===== src/rtl/dsr_pkg.sv =====
package dsr_pkg;

  typedef enum logic [2:0] {
    ST_IDLE,
    ST_WAIT,
    ST_LEAD,
    ST_LOW,
    ST_HIGH,
    ST_DONE
  } dsr_state_e;

  localparam int unsigned FLAG_W = 2;

endpackage


===== src/rtl/dsr_sclk_div.sv =====
module dsr_sclk_div #(
  parameter int unsigned DIV_W = 8
) (
  input  logic             clk,
  input  logic             rst,
  input  logic             run,
  input  logic [DIV_W-1:0] half_div,
  output logic             tick
);

  logic [DIV_W-1:0] cnt;
  logic [DIV_W-1:0] lim;

  // a half period below one system clock is not possible
  assign lim  = (half_div == '0) ? DIV_W'(1) : half_div;
  assign tick = run && (cnt == lim - DIV_W'(1));

  always_ff @(posedge clk) begin
    if (rst) begin
      cnt <= '0;
    end else if (!run || tick) begin
      cnt <= '0;
    end else begin
      cnt <= cnt + DIV_W'(1);
    end
  end

endmodule


===== src/rtl/dsr_shift_in.sv =====
module dsr_shift_in #(
  parameter int unsigned W = 24
) (
  input  logic         clk,
  input  logic         rst,
  input  logic         clear,
  input  logic         cap,
  input  logic         din,
  output logic [W-1:0] word,
  output logic         full
);

  localparam int unsigned CW = $clog2(W + 1);

  logic [CW-1:0] cnt;

  assign full = (cnt == CW'(W));

  always_ff @(posedge clk) begin
    if (rst || clear) begin
      word <= '0;
      cnt  <= '0;
    end else if (cap) begin
      word <= {word[W-2:0], din};
      cnt  <= cnt + CW'(1);
    end
  end

endmodule


===== src/rtl/dsr_wait_timer.sv =====
module dsr_wait_timer #(
  parameter int unsigned LIM = 1024
) (
  input  logic clk,
  input  logic rst,
  input  logic en,
  output logic expired
);

  localparam int unsigned TW = (LIM > 1) ? $clog2(LIM) : 1;

  logic [TW-1:0] cnt;

  assign expired = en && (cnt == TW'(LIM - 1));

  always_ff @(posedge clk) begin
    if (rst || !en) begin
      cnt <= '0;
    end else begin
      cnt <= cnt + TW'(1);
    end
  end

endmodule


===== src/rtl/dsr_reader.sv =====
module dsr_reader
  import dsr_pkg::*;
#(
  parameter int unsigned WORD_W      = 24,
  parameter int unsigned DIV_W       = 8,
  parameter int unsigned TIMEOUT_CYC = 1048576
) (
  input  logic                     clk,
  input  logic                     rst,
  input  logic                     start,
  input  logic                     idle_high,
  input  logic [DIV_W-1:0]         half_div,
  input  logic                     sdo_rdy,
  output logic                     cs_n,
  output logic                     sclk,
  output logic                     busy,
  output logic                     res_valid,
  output logic                     res_ovf_hi,
  output logic                     res_ovf_lo,
  output logic [WORD_W-FLAG_W-1:0] res_data,
  output logic                     err_timeout
);

  localparam int unsigned DATA_W = WORD_W - FLAG_W;

  dsr_state_e        st;
  logic              mode_hi;
  logic              tick;
  logic              run_div;
  logic              sh_clear;
  logic              sh_cap;
  logic              sh_full;
  logic [WORD_W-1:0] sh_word;
  logic              tmo_hit;

  assign run_div  = (st == ST_LEAD) || (st == ST_LOW) || (st == ST_HIGH);
  assign sh_clear = (st == ST_IDLE);
  assign sh_cap   = (st == ST_LOW) && tick;
  assign busy     = (st != ST_IDLE);

  dsr_sclk_div #(.DIV_W(DIV_W)) i_div (
    .clk      (clk),
    .rst      (rst),
    .run      (run_div),
    .half_div (half_div),
    .tick     (tick)
  );

  dsr_shift_in #(.W(WORD_W)) i_shift (
    .clk   (clk),
    .rst   (rst),
    .clear (sh_clear),
    .cap   (sh_cap),
    .din   (sdo_rdy),
    .word  (sh_word),
    .full  (sh_full)
  );

  dsr_wait_timer #(.LIM(TIMEOUT_CYC)) i_tmo (
    .clk     (clk),
    .rst     (rst),
    .en      (st == ST_WAIT),
    .expired (tmo_hit)
  );

  always_ff @(posedge clk) begin
    if (rst) begin
      st          <= ST_IDLE;
      mode_hi     <= 1'b0;
      cs_n        <= 1'b1;
      sclk        <= idle_high;
      res_valid   <= 1'b0;
      res_ovf_hi  <= 1'b0;
      res_ovf_lo  <= 1'b0;
      res_data    <= '0;
      err_timeout <= 1'b0;
    end else begin
      res_valid <= 1'b0;
      unique case (st)
        ST_IDLE: begin
          sclk <= idle_high;
          if (start) begin
            st          <= ST_WAIT;
            mode_hi     <= idle_high;
            cs_n        <= 1'b0;
            err_timeout <= 1'b0;
          end
        end
        ST_WAIT: begin
          if (!sdo_rdy) begin
            // resting high: first edge falls; resting low: one dummy rise first
            st   <= mode_hi ? ST_LOW : ST_LEAD;
            sclk <= !mode_hi;
          end else if (tmo_hit) begin
            st          <= ST_IDLE;
            cs_n        <= 1'b1;
            err_timeout <= 1'b1;
          end
        end
        ST_LEAD: begin
          if (tick) begin
            st   <= ST_LOW;
            sclk <= 1'b0;
          end
        end
        ST_LOW: begin
          if (tick) begin
            st   <= ST_HIGH;
            sclk <= 1'b1;
          end
        end
        ST_HIGH: begin
          if (tick) begin
            if (sh_full) begin
              st   <= ST_DONE;
              sclk <= mode_hi;
            end else begin
              st   <= ST_LOW;
              sclk <= 1'b0;
            end
          end
        end
        ST_DONE: begin
          st         <= ST_IDLE;
          cs_n       <= 1'b1;
          res_valid  <= 1'b1;
          res_ovf_hi <= sh_word[WORD_W-1];
          res_ovf_lo <= sh_word[WORD_W-2];
          res_data   <= sh_word[DATA_W-1:0];
        end
        default: st <= ST_IDLE;
      endcase
    end
  end

endmodule


===== config.mk =====
export PLATFORM = sky130hd
export DESIGN_NAME = dsr_reader
export DESIGN_NICKNAME = d
export VERILOG_FILES = /design/src/rtl/dsr_pkg.sv /design/src/rtl/dsr_sclk_div.sv /design/src/rtl/dsr_shift_in.sv /design/src/rtl/dsr_wait_timer.sv /design/src/rtl/dsr_reader.sv
export SDC_FILE = /design/constraint.sdc
export NUM_CORES = 1
export LEC_CHECK = 0
export ABC_AREA = 0
export BUFFER_PORTS_ARGS = -buffer_cell sky130_fd_sc_hd__buf_4
export CAP_MARGIN = 20
export CORE_MARGIN = 1.5
export CORE_UTILIZATION = 62
export DETAILED_ROUTE_END_ITERATION = 16
export GPL_ROUTABILITY_DRIVEN = 0
export PLACE_DENSITY_LB_ADDON = 0.12
export SKIP_CTS_REPAIR_TIMING = 1
export SYNTH_ARGS = -nofsm -noshare
export SYNTH_HDL_FRONTEND = slang
export SYNTH_SLANG_ARGS = --single-unit

===== constraint.sdc =====
create_clock -name clk -period 3.9 [get_ports clk]
set_input_delay 0.195 -clock clk [delete_from_list [all_inputs] [get_ports clk]]
set_output_delay 0.195 -clock clk [all_outputs]
set_load 0.1 [all_outputs]

Word level (Yosys, flattened, before mapping)
Index checks and enable logic that the tools add are counted.

Bits in registers: 89. Output and inout bits: 29. Logic and storage cells: 82.

$add $sub $neg: 4. Eq/ne operators: 19. Muxes and demuxes: 23. Reduce and logical (&&, ||, !) cells: 23.

Operator list (count): $mux 3 (7); $add 20x1->20 const B (1); $eq 20x20->1 const B (1); $pmux 3 s5 (1); $mux 1 (11); $reduce_and 5->1 (2); $ne 3x2->1 const B (3); $add 8x1->8 const B (1); $eq 8x8->1 (1); $logic_not 8->1 (1); $mux 8 (1); $reduce_and 4->1 (2); $sub 8x1->8 const B (1); $eq 3x2->1 const B (2); $eq 3x3->1 const B (2); $ne 2x1->1 const B (3); $ne 2x2->1 const B (3); $ne 3x3->1 const B (2); $reduce_bool 3->1 (2); $reduce_bool 6->1 (1); $add 5x1->5 const B (1); $eq 5x5->1 const B (1); $logic_or 1x1->1 (5); $pmux 1 s5 (1); 9 further kinds (13).

Longest topological paths before layout
Gate-level depths: netlist of the first run.

Word-level depth: 8. Mapped depth: 11.

By module
Synthesis of the first run repeated with hierarchy kept, for this count alone.

Cell total of the unflattened synthesis: 452. Area, all modules: 4106.4 sq um.

Modules (own cells, without submodules): dsr_reader (times used 1, cells an instance 173, area each 1411.4 sq um, seq. area each 650.6 sq um); dsr_shift_in (times used 1, cells an instance 105, area each 1194.9 sq um, seq. area each 580.6 sq um); dsr_wait_timer (times used 1, cells an instance 104, area each 894.6 sq um, seq. area each 400.4 sq um); dsr_sclk_div (times used 1, cells an instance 70, area each 605.6 sq um, seq. area each 160.2 sq um).

Worst setup path before layout of the first run
No wires, ideal clock.

Path kind: input -> register. From: input half_div[3]. To: register i_shift.word[10]. Arrival time: 2.295 ns. Slack: 1.477 ns. Stages: 11. Buffers on the path: 2. Path through: nor2_1 a31oi_1 ha_1 xnor3_1 a32o_1 nand4_1 a2111o_1 buf_6 buf_6 mux2i_1 nor2_1.

Longest elaborated chain between the ends: 6.

RTL lines: start, declared (line dsr_reader.sv:12) `input logic [DIV_W-1:0] half_div,`; $logic_not 8->1 (line dsr_sclk_div.sv:15) `assign lim = (half_div == '0) ? DIV_W'(1) : half_div;`; $mux 8 * (line dsr_sclk_div.sv:15); $sub 8x1->8 * (line dsr_sclk_div.sv:16) `assign tick = run && (cnt == lim - DIV_W'(1));`; $eq 8x8->1 * (line dsr_sclk_div.sv:16); $logic_and 1x1->1 * (line dsr_sclk_div.sv:16); $logic_and 1x1->1 * (line dsr_reader.sv:38) `assign sh_cap = (st == ST_LOW) && tick;`; end signal, assigned (line dsr_shift_in.sv:24) `word <= {word[W-2:0], din};`; end, declared (line dsr_shift_in.sv:9) `output logic [W-1:0] word,`.

Every way passes the cells marked *; elsewhere a longest branch is shown, timed or not. A chain may end at the register's enable or synchronous reset.

Final worst setup path of the first run
From: input half_div[3]. To: register i_shift.cnt[4].

Longest elaborated chain between the ends: 6.

RTL lines: $logic_not 8->1 (line dsr_sclk_div.sv:15); $mux 8 * (line dsr_sclk_div.sv:15); $sub 8x1->8 * (line dsr_sclk_div.sv:16); $eq 8x8->1 * (line dsr_sclk_div.sv:16); $logic_and 1x1->1 * (line dsr_sclk_div.sv:16); $logic_and 1x1->1 * (line dsr_reader.sv:38); end signal, assigned (line dsr_shift_in.sv:25) `cnt <= cnt + CW'(1);`; end, declared (line dsr_shift_in.sv:15) `logic [CW-1:0] cnt;`.

Marked as above.

==> results of run 1 <==
[flip-flops by register name (all words and copies together), names as in the netlist, 3 cells and up]
| signal | count |
|---|---|
| i_tmo.cnt | 20 |
| st | 3 |
| i_shift.word | 24 |
| res_data | 22 |
| i_shift.cnt | 5 |
| i_div.cnt | 8 |
[power groups by stage]
stage / Clock [W] / Sequential, W / Combinational, W
detailed placement: 0 / 0.000987 / 0.000351
floorplan: 0 / 0.00102 / 0.000245
finish: 0.000648 / 0.000968 / 0.000354
global placement: 0 / 0.000988 / 0.000348
global route: 0.000700 / 0.000972 / 0.000389
CTS: 0.000661 / 0.000966 / 0.000353
[worst max-delay path: cells and delay by family]
kind	cells	cell delay, ps
AO/OA/AOI/OAI	3	940
XOR/XNOR	1	300
buffers and inverters	1	120
AND/OR/NAND/NOR	4	1110
adder cells (fa/ha/maj)	1	310
[final timing paths]
kind,from,endpoint,cells past startpoint
min,sdo_rdy,i_shift.word[0],3
min reg2reg,res_ovf_hi,res_ovf_hi,2
max reg2reg,i_div.cnt[5],i_shift.cnt[4],6
max,half_div[3],i_shift.cnt[4],10
[layer usage]
layer  part of all wire, %  GRT usage, %  vias up
met1                    47          29.9     1456
met4                   1.1          10.2        0
met3                   5.1          5.73        8
met2                    47          37.7       68
met5                     0             0        -
li1                      -             -     1573
[cells in the mapped netlist (4+ instances only)]
cell type / count
sky130_fd_sc_hd__a21oi_1: 32
sky130_fd_sc_hd__a31oi_1: 4
sky130_fd_sc_hd__and3_1: 5
sky130_fd_sc_hd__clkbuf_1: 16
sky130_fd_sc_hd__dfxtp_1: 88
sky130_fd_sc_hd__ha_1: 5
sky130_fd_sc_hd__inv_1: 13
sky130_fd_sc_hd__mux2i_1: 25
sky130_fd_sc_hd__nand2_1: 67
sky130_fd_sc_hd__nand3_1: 15
sky130_fd_sc_hd__nand4_1: 9
sky130_fd_sc_hd__nor2_1: 68
sky130_fd_sc_hd__nor3_1: 10
sky130_fd_sc_hd__o21ai_0: 8
sky130_fd_sc_hd__xnor2_1: 13
sky130_fd_sc_hd__xor2_1: 17
[per-stage QoR]
| step | hold WS [ps] | std cells | power [W] | util, % | setup WS (ps) |
|---|---|---|---|---|---|
| 6_report | 119 | 557 | 0.00197 | 73.5 | 1220 |
| 3_5_place_dp | 447 | 541 | 0.00134 | 70.1 | 864 |
| 5_1_grt | 110 | 557 | 0.00206 | 73.5 | 1020 |
| 3_3_place_gp | 442 | 541 | 0.00134 | 70.1 | 1000 |
| 2_1_floorplan | 339 | 442 | 0.00127 | - | 1480 |
| 4_1_cts | 106 | 557 | 0.00198 | 73.5 | 1260 |
[logic make-up after synthesis]
logic type                 share of synthesized area, %
AOI/OAI and AO/OA                                  10.9
muxes                                              6.57
buffers and inverters                              3.71
DFF                                                47.1
xor gates and xnor gates                           7.49
adders and majority gates                          1.64
and+or+nand+nor                                    22.6
[layout make-up]
| type | count | area share, % |
|---|---|---|
| flip-flops and latches | 89 | 41.1 |
| inverters | 13 | 1.12 |
| clock buffers | 10 | 2.93 |
| clock inverters | 6 | 1.75 |
| repair buffers | 44 | 7.87 |
| multi-input cells | 320 | 43.0 |
| well taps | 75 | 2.16 |
==> flow_metrics.py, run 1 <==
metrics = {
    "pwr": {
        "netSwitchingPower_w": 0.000634,
        "power_per_standard_cell_area_nw_per_um2": 452,
        "power_frac_comb_pct": 18.0,
        "peakVddDrop_mv": 0.413,
        "power.share.switching_pct": 32.2,
        "p_leak_nw": 1.77,
        "cell_internal_power_w": 0.00134,
        "power.share.sequential_pct": 49.1,
        "clock_group_share_of_total_power_pct": 32.9,
    },
    "die": {
        "die_area_um2": 6620,
        "core_area_um2": 5920,
        "initial_core_util_pct": 64.3,
        "die_y_um": 81.4,
        "io_pins": 42,
        "row_count": 28,
        "chipWidth_um": 81.4,
    },
    "worst_setup_path": {
        "cp-start-kind": "primary input",
        "critical_path.max_stage_delay_ps": 620,
        "slowest_stage": "sky130_fd_sc_hd__a2111o_1",
        "worst-setup-path-type": "in2reg",
        "critPathCaptureType": "flop",
        "timing.critical_path.required_ps": 4200,
        "worst_ep_arrival_time_ps": 2980,
        "cp_cell_sequence": "buf_4 > nor2_1 > a31oi_1 > ha_1 > xnor3_1 > a32o_1 > nand4_1 > a2111o_1 > or4_1 > nand2_1",
        "critical_path_peak_fanout": 13,
        "setup.reg_to_reg.worst_slack_ps": 1470,
    },
    "sta": {
        "setup_repair_after_global_routing_missed_its_margin": "no",
        "clock_skew_ps": 13.1,
        "final.period_utilization_pct": 68.8,
        "final_max_slew_viol_count": 0,
        "maxClockFrequency_mhz": 373,
        "final_period_minus_worst_setup_slack_ps": 2680,
        "worst_slew_pin_slew_ps": 985,
        "max_slew_margin_pct": 34.1,
        "finalHoldViolCount": 0,
        "finalSetupViolations": 0,
        "finalSetupTns_ps": 0,
    },
    "cts": {
        "cell_at_the_root_of_the_clock_tree": "sky130_fd_sc_hd__clkbuf_8",
        "path_clk_slew_ps": 90,
        "clk-insertion-delay-late_ps": 360,
        "clock_tree_from_tritoncts": "yes",
        "cts-buffers-inserted": 9,
        "clock_path_buffers": 2,
        "cts_sinks": 89,
        "ctsHtreeMaxLevel": 3,
    },
    "layout": {
        "most_frequent_standard_cell_in_the_layout_excluding_fill_and_tap_cells": "sky130_fd_sc_hd__dfxtp_1",
        "design.final.nets": 495,
        "drive_above_1_share_pct": 13.5,
        "layout.filler_cells": 465,
        "layout-area-overhead-vs-synth_pct": 14.4,
        "final-seq-area_um2": 1790,
        "antenna_cells_inserted": 0,
        "multi_input_gate_area_in_the_final_layout_um2": 1870,
        "layout.cell_area.non_filler_um2": 4350,
        "leading_cell_types_in_the_layout_fill_and_taps_excluded": "88 x sky130_fd_sc_hd__dfxtp_1, 68 x sky130_fd_sc_hd__nor2_1, 67 x sky130_fd_sc_hd__nand2_1",
    },
    "synthesis": {
        "synth.largest_area_cell": "sky130_fd_sc_hd__dfxtp_1",
        "postSynthNetCount": 460,
        "ys_types": 46,
        "synth_ff_type": "sky130_fd_sc_hd__dfxtp_1",
        "ys_seq_area_share_pct": 47.1,
        "ys_top_cells_by_area": "sky130_fd_sc_hd__dfxtp_1 46%, sky130_fd_sc_hd__nor2_1 6.7%, sky130_fd_sc_hd__nand2_1 6.6%",
        "mean_post_synth_cell_area_um2": 8.61,
        "synth-edff-count": 1,
        "synth-warning-count": 0,
        "synth_largest_type_area_fraction_pct": 46.3,
        "ys_ff_latch": 89,
        "synthCells": 442,
        "mappedNetlistArea_um2": 3810,
        "postSynth.asyncResetShare_pct": 0,
    },
    "grt": {
        "globalRouteTotalUtil_pct": 23.5,
        "grt_start_max_net_pins": 39,
        "grt_antenna_before_repair": 0,
        "wire_length_of_the_first_global_routing_pass_um": 12100,
        "overflow": 0,
        "via_count_of_the_first_global_routing_pass": 2740,
    },
    "placement": {
        "dpl_cell_area_um2": 4150,
        "hpwl_um": 4890,
        "port_buffers": 41,
    },
    "flow_run": {
        "maxCapViolations": 0,
    },
    "route": {
        "antenna_left": 0,
        "vias": 3105,
        "drt_pre_antenna_iters": 4,
        "via_per_inst": 5.57,
        "detail_route.wl_per_cell_um": 13.2,
        "wl_um": 7330,
        "drc_errors": 0,
        "initialDrtViolationCount": 137,
    },
    "min_path": {
        "hold_removal_path_class": "in2reg",
    },
    "outcome": {
        "run_status": "completed",
    },
}
Note: power is estimated with default switching activity, not from simulation.
==> run 2: changes to the inputs <==
Settings changed: ABC_AREA 0 to 1, CORE_UTILIZATION 62 to 53.
Clock period 3.9 ns to 2.2 ns, I/O delays scaled along.
==> run 2 against run 1 <==
  * Non-clock buffer count is 14 higher
  * Die area up 21%
  * Clock power up 62%
  * Hold slack worse by 52 ps
  * Via count is 15% higher
==> flow_metrics.py, run 2 <==
metrics = {
    "cts": {
        "clk-insertion-delay-late_ps": 360,
        "cell_at_the_root_of_the_clock_tree": "sky130_fd_sc_hd__clkbuf_8",
        "clock_path_buffers": 2,
        "cts_sinks": 89,
        "ctsHtreeMaxLevel": 3,
        "clock_tree_from_tritoncts": "yes",
        "cts-buffers-inserted": 9,
        "path_clk_slew_ps": 90,
    },
    "min_path": {
        "hold_removal_path_class": "in2reg",
        "hold_path_cell_cnt": 2,
    },
    "grt": {
        "overflow": 0,
        "grt_start_max_net_pins": 30,
        "grt_antenna_before_repair": 0,
        "globalRouteTotalUtil_pct": 22.0,
        "wire_length_of_the_first_global_routing_pass_um": 13900,
        "via_count_of_the_first_global_routing_pass": 3287,
    },
    "sta": {
        "worst_slew_pin_slew_ps": 764,
        "setup_repair_after_global_routing_missed_its_margin": "yes",
        "max_slew_margin_pct": 49.0,
        "final.period_utilization_pct": 89.2,
        "finalHoldViolCount": 0,
        "final_period_minus_worst_setup_slack_ps": 1960,
        "finalSetupViolations": 0,
        "timing.hold.ws_ps": 67.0,
        "clock_skew_ps": 9.09,
        "final_max_slew_viol_count": 0,
        "maxClockFrequency_mhz": 510,
    },
    "pwr": {
        "p_leak_nw": 1.97,
        "peakVddDrop_mv": 0.846,
        "post-layout-total-power_w": 0.00381,
        "power_per_standard_cell_area_nw_per_um2": 822,
    },
    "synthesis": {
        "postSynth.asyncResetShare_pct": 0,
        "synth-edff-count": 1,
        "synth_largest_type_area_fraction_pct": 44.5,
        "synth_ff_type": "sky130_fd_sc_hd__dfxtp_1",
        "mappedNetlistArea_um2": 3960,
        "synth-warning-count": 0,
        "netlist_top_cells_count": "97 x sky130_fd_sc_hd__nand2_1, 95 x sky130_fd_sc_hd__nor2_1, 88 x sky130_fd_sc_hd__dfxtp_1",
        "postSynthNetCount": 568,
        "ys_types": 37,
        "ys_ff_latch": 89,
        "synth.largest_area_cell": "sky130_fd_sc_hd__dfxtp_1",
        "ys_seq_area_share_pct": 45.2,
        "synthCells": 550,
        "mean_post_synth_cell_area_um2": 7.20,
        "post-synth-top-count-cell": "sky130_fd_sc_hd__nand2_1",
        "ys_top_cells_by_area": "sky130_fd_sc_hd__dfxtp_1 44%, sky130_fd_sc_hd__nand2_1 9.2%, sky130_fd_sc_hd__nor2_1 9.0%",
    },
    "outcome": {
        "run_status": "completed",
    },
    "layout": {
        "post-route-util_pct": 63.9,
        "most_frequent_standard_cell_in_the_layout_excluding_fill_and_tap_cells": "sky130_fd_sc_hd__nand2_1",
        "largest_register_ff_count": 24,
        "registers_with_the_highest_flip_flop_counts": "i_shift.word x24, res_data x22, i_tmo.cnt x20",
        "layout-area-overhead-vs-synth_pct": 16.9,
        "antenna_cells_inserted": 0,
        "layout.filler_cells": 663,
        "regMostFlops": "i_shift.word",
        "design.final.nets": 618,
        "drive_above_1_share_pct": 16.2,
        "leading_cell_types_in_the_layout_fill_and_taps_excluded": "97 x sky130_fd_sc_hd__nand2_1, 92 x sky130_fd_sc_hd__nor2_1, 88 x sky130_fd_sc_hd__dfxtp_1",
    },
    "worst_setup_path": {
        "worst-setup-path-type": "reg2reg",
        "critical_path_peak_fanout": 4,
        "critical_path.max_stage_delay_ps": 360,
        "cp-start-kind": "flop",
        "critPathCaptureType": "flop",
        "worst_ep_arrival_time_ps": 2210,
        "slowest_stage": "sky130_fd_sc_hd__dfxtp_1",
        "critical_path.top_delay_family": "simple AND/OR/NAND/NOR gates",
        "crit_path_buffers_inverters": 1,
        "timing.critical_path.required_ps": 2450,
        "rr_worst_depth": 12,
        "worst-path-stages": 12,
        "cp_cell_sequence": "ha_1 > nand3_1 > nor2_2 > nand2_1 > nor3_2 > inv_1 > nor2_2 > nand3_1 > nor2_1 > nand2_1 > o21ai_0 > a21oi_1",
    },
    "die": {
        "die_y_um": 89.5,
        "initial_core_util_pct": 54.6,
        "die_area_um2": 8000,
        "core_area_um2": 7250,
        "io_pins": 42,
        "chipWidth_um": 89.5,
        "row_count": 31,
    },
    "flow_run": {
        "maxCapViolations": 0,
    },
    "route": {
        "drt_pre_antenna_iters": 4,
        "antenna_left": 0,
        "via_per_inst": 5.09,
        "initialDrtViolationCount": 127,
        "detail_route.wl_per_cell_um": 11.5,
        "drc_errors": 0,
        "wl_um": 8110,
        "vias": 3586,
    },
    "placement": {
        "hpwl_um": 5730,
        "port_buffers": 41,
    },
}
-- run 2: cell count changes after synthesis, sizes merged, moves of 4 or more --
| cell | delta |
|---|---|
| inv | +44 |
| and3 | -5 |
| or4 | -4 |
| xor2 | -7 |
| nor3 | -4 |
| a21oi | +12 |
| nor2 | +34 |
| mux2i | -25 |
| nand2 | +31 |
| o21ai | +34 |
| nand3 | +37 |
| xnor2 | -9 |
-- run 2: power breakdown --
| part | switching (W) | leakage, nW | internal [W] |
|---|---|---|---|
| clock | 0.000622 | 0.0929 | 0.000433 |
| sequential | 0.0000517 | 0.720 | 0.00168 |
| combinational | 0.000753 | 1.15 | 0.000273 |
| total | 0.00143 | 1.97 | 0.00238 |
-- run 2: worst register-to-register path: stages, from the launching register on --
cell,delay (ps)
sky130_fd_sc_hd__dfxtp_1,360
sky130_fd_sc_hd__ha_1,190
sky130_fd_sc_hd__nand3_1,140
sky130_fd_sc_hd__nor2_2,170
sky130_fd_sc_hd__nand2_1,120
sky130_fd_sc_hd__nor3_2,170
sky130_fd_sc_hd__inv_1,110
sky130_fd_sc_hd__nor2_2,120
sky130_fd_sc_hd__nand3_1,120
sky130_fd_sc_hd__nor2_1,110
sky130_fd_sc_hd__nand2_1,70
sky130_fd_sc_hd__o21ai_0,140
sky130_fd_sc_hd__a21oi_1,50
-- run 2: kinds of logic after synthesis --
family	synth area share, %
compound gates	12.3
xor+xnor	3.28
fa+ha+maj	1.58
buf+inv	7.70
flops	45.2
mux	0.284
simple gates	29.6
-- run 2: through the flow --
stage                     setup WS (ps)  instance area (um^2)  std cells  TNS (ps)
after floorplan                     208                  3960        550         0
after global placement             5.22                  4420        687         0
after detailed placement           -111                  4420        687     -2100
after CTS                          88.9                  4610        703         0
after global routing              -36.1                  4630        704     -48.9
final                               237                  4630        704         0
-- run 2: final timing paths --
| path | start | endpoint | slack, ps |
|---|---|---|---|
| worst min-delay path | idle_high | sclk | 70 |
| worst max-delay path | i_tmo.cnt[0] | i_tmo.cnt[18] | 240 |
| worst min register to register | i_tmo.cnt[0] | i_tmo.cnt[0] | 460 |
| worst max register to register | i_tmo.cnt[0] | i_tmo.cnt[18] | 240 |
-- run 2: area by class of cell --
class	instances	area [um^2]	area share [%]
clock buffer	9	124	2.67
multi-input combinational	385	1880	40.5
sequential	89	1790	38.7
tap	99	124	2.67
clock inverter	7	58.8	1.27
timing repair buffer	58	439	9.48
inverter	57	216	4.67
-- run 2: layer usage --
layer | share of wire, % | wire (um) | GRT usage (%) | vias up
met4 | 1.9 | 154 | 10.3 | 0
met3 | 3.5 | 281 | 4.34 | 14
li1 | - | - | - | 1880
met1 | 48 | 3920 | 28.3 | 1638
met5 | 0 | 0 | 0 | -
met2 | 46 | 3750 | 35.5 | 54
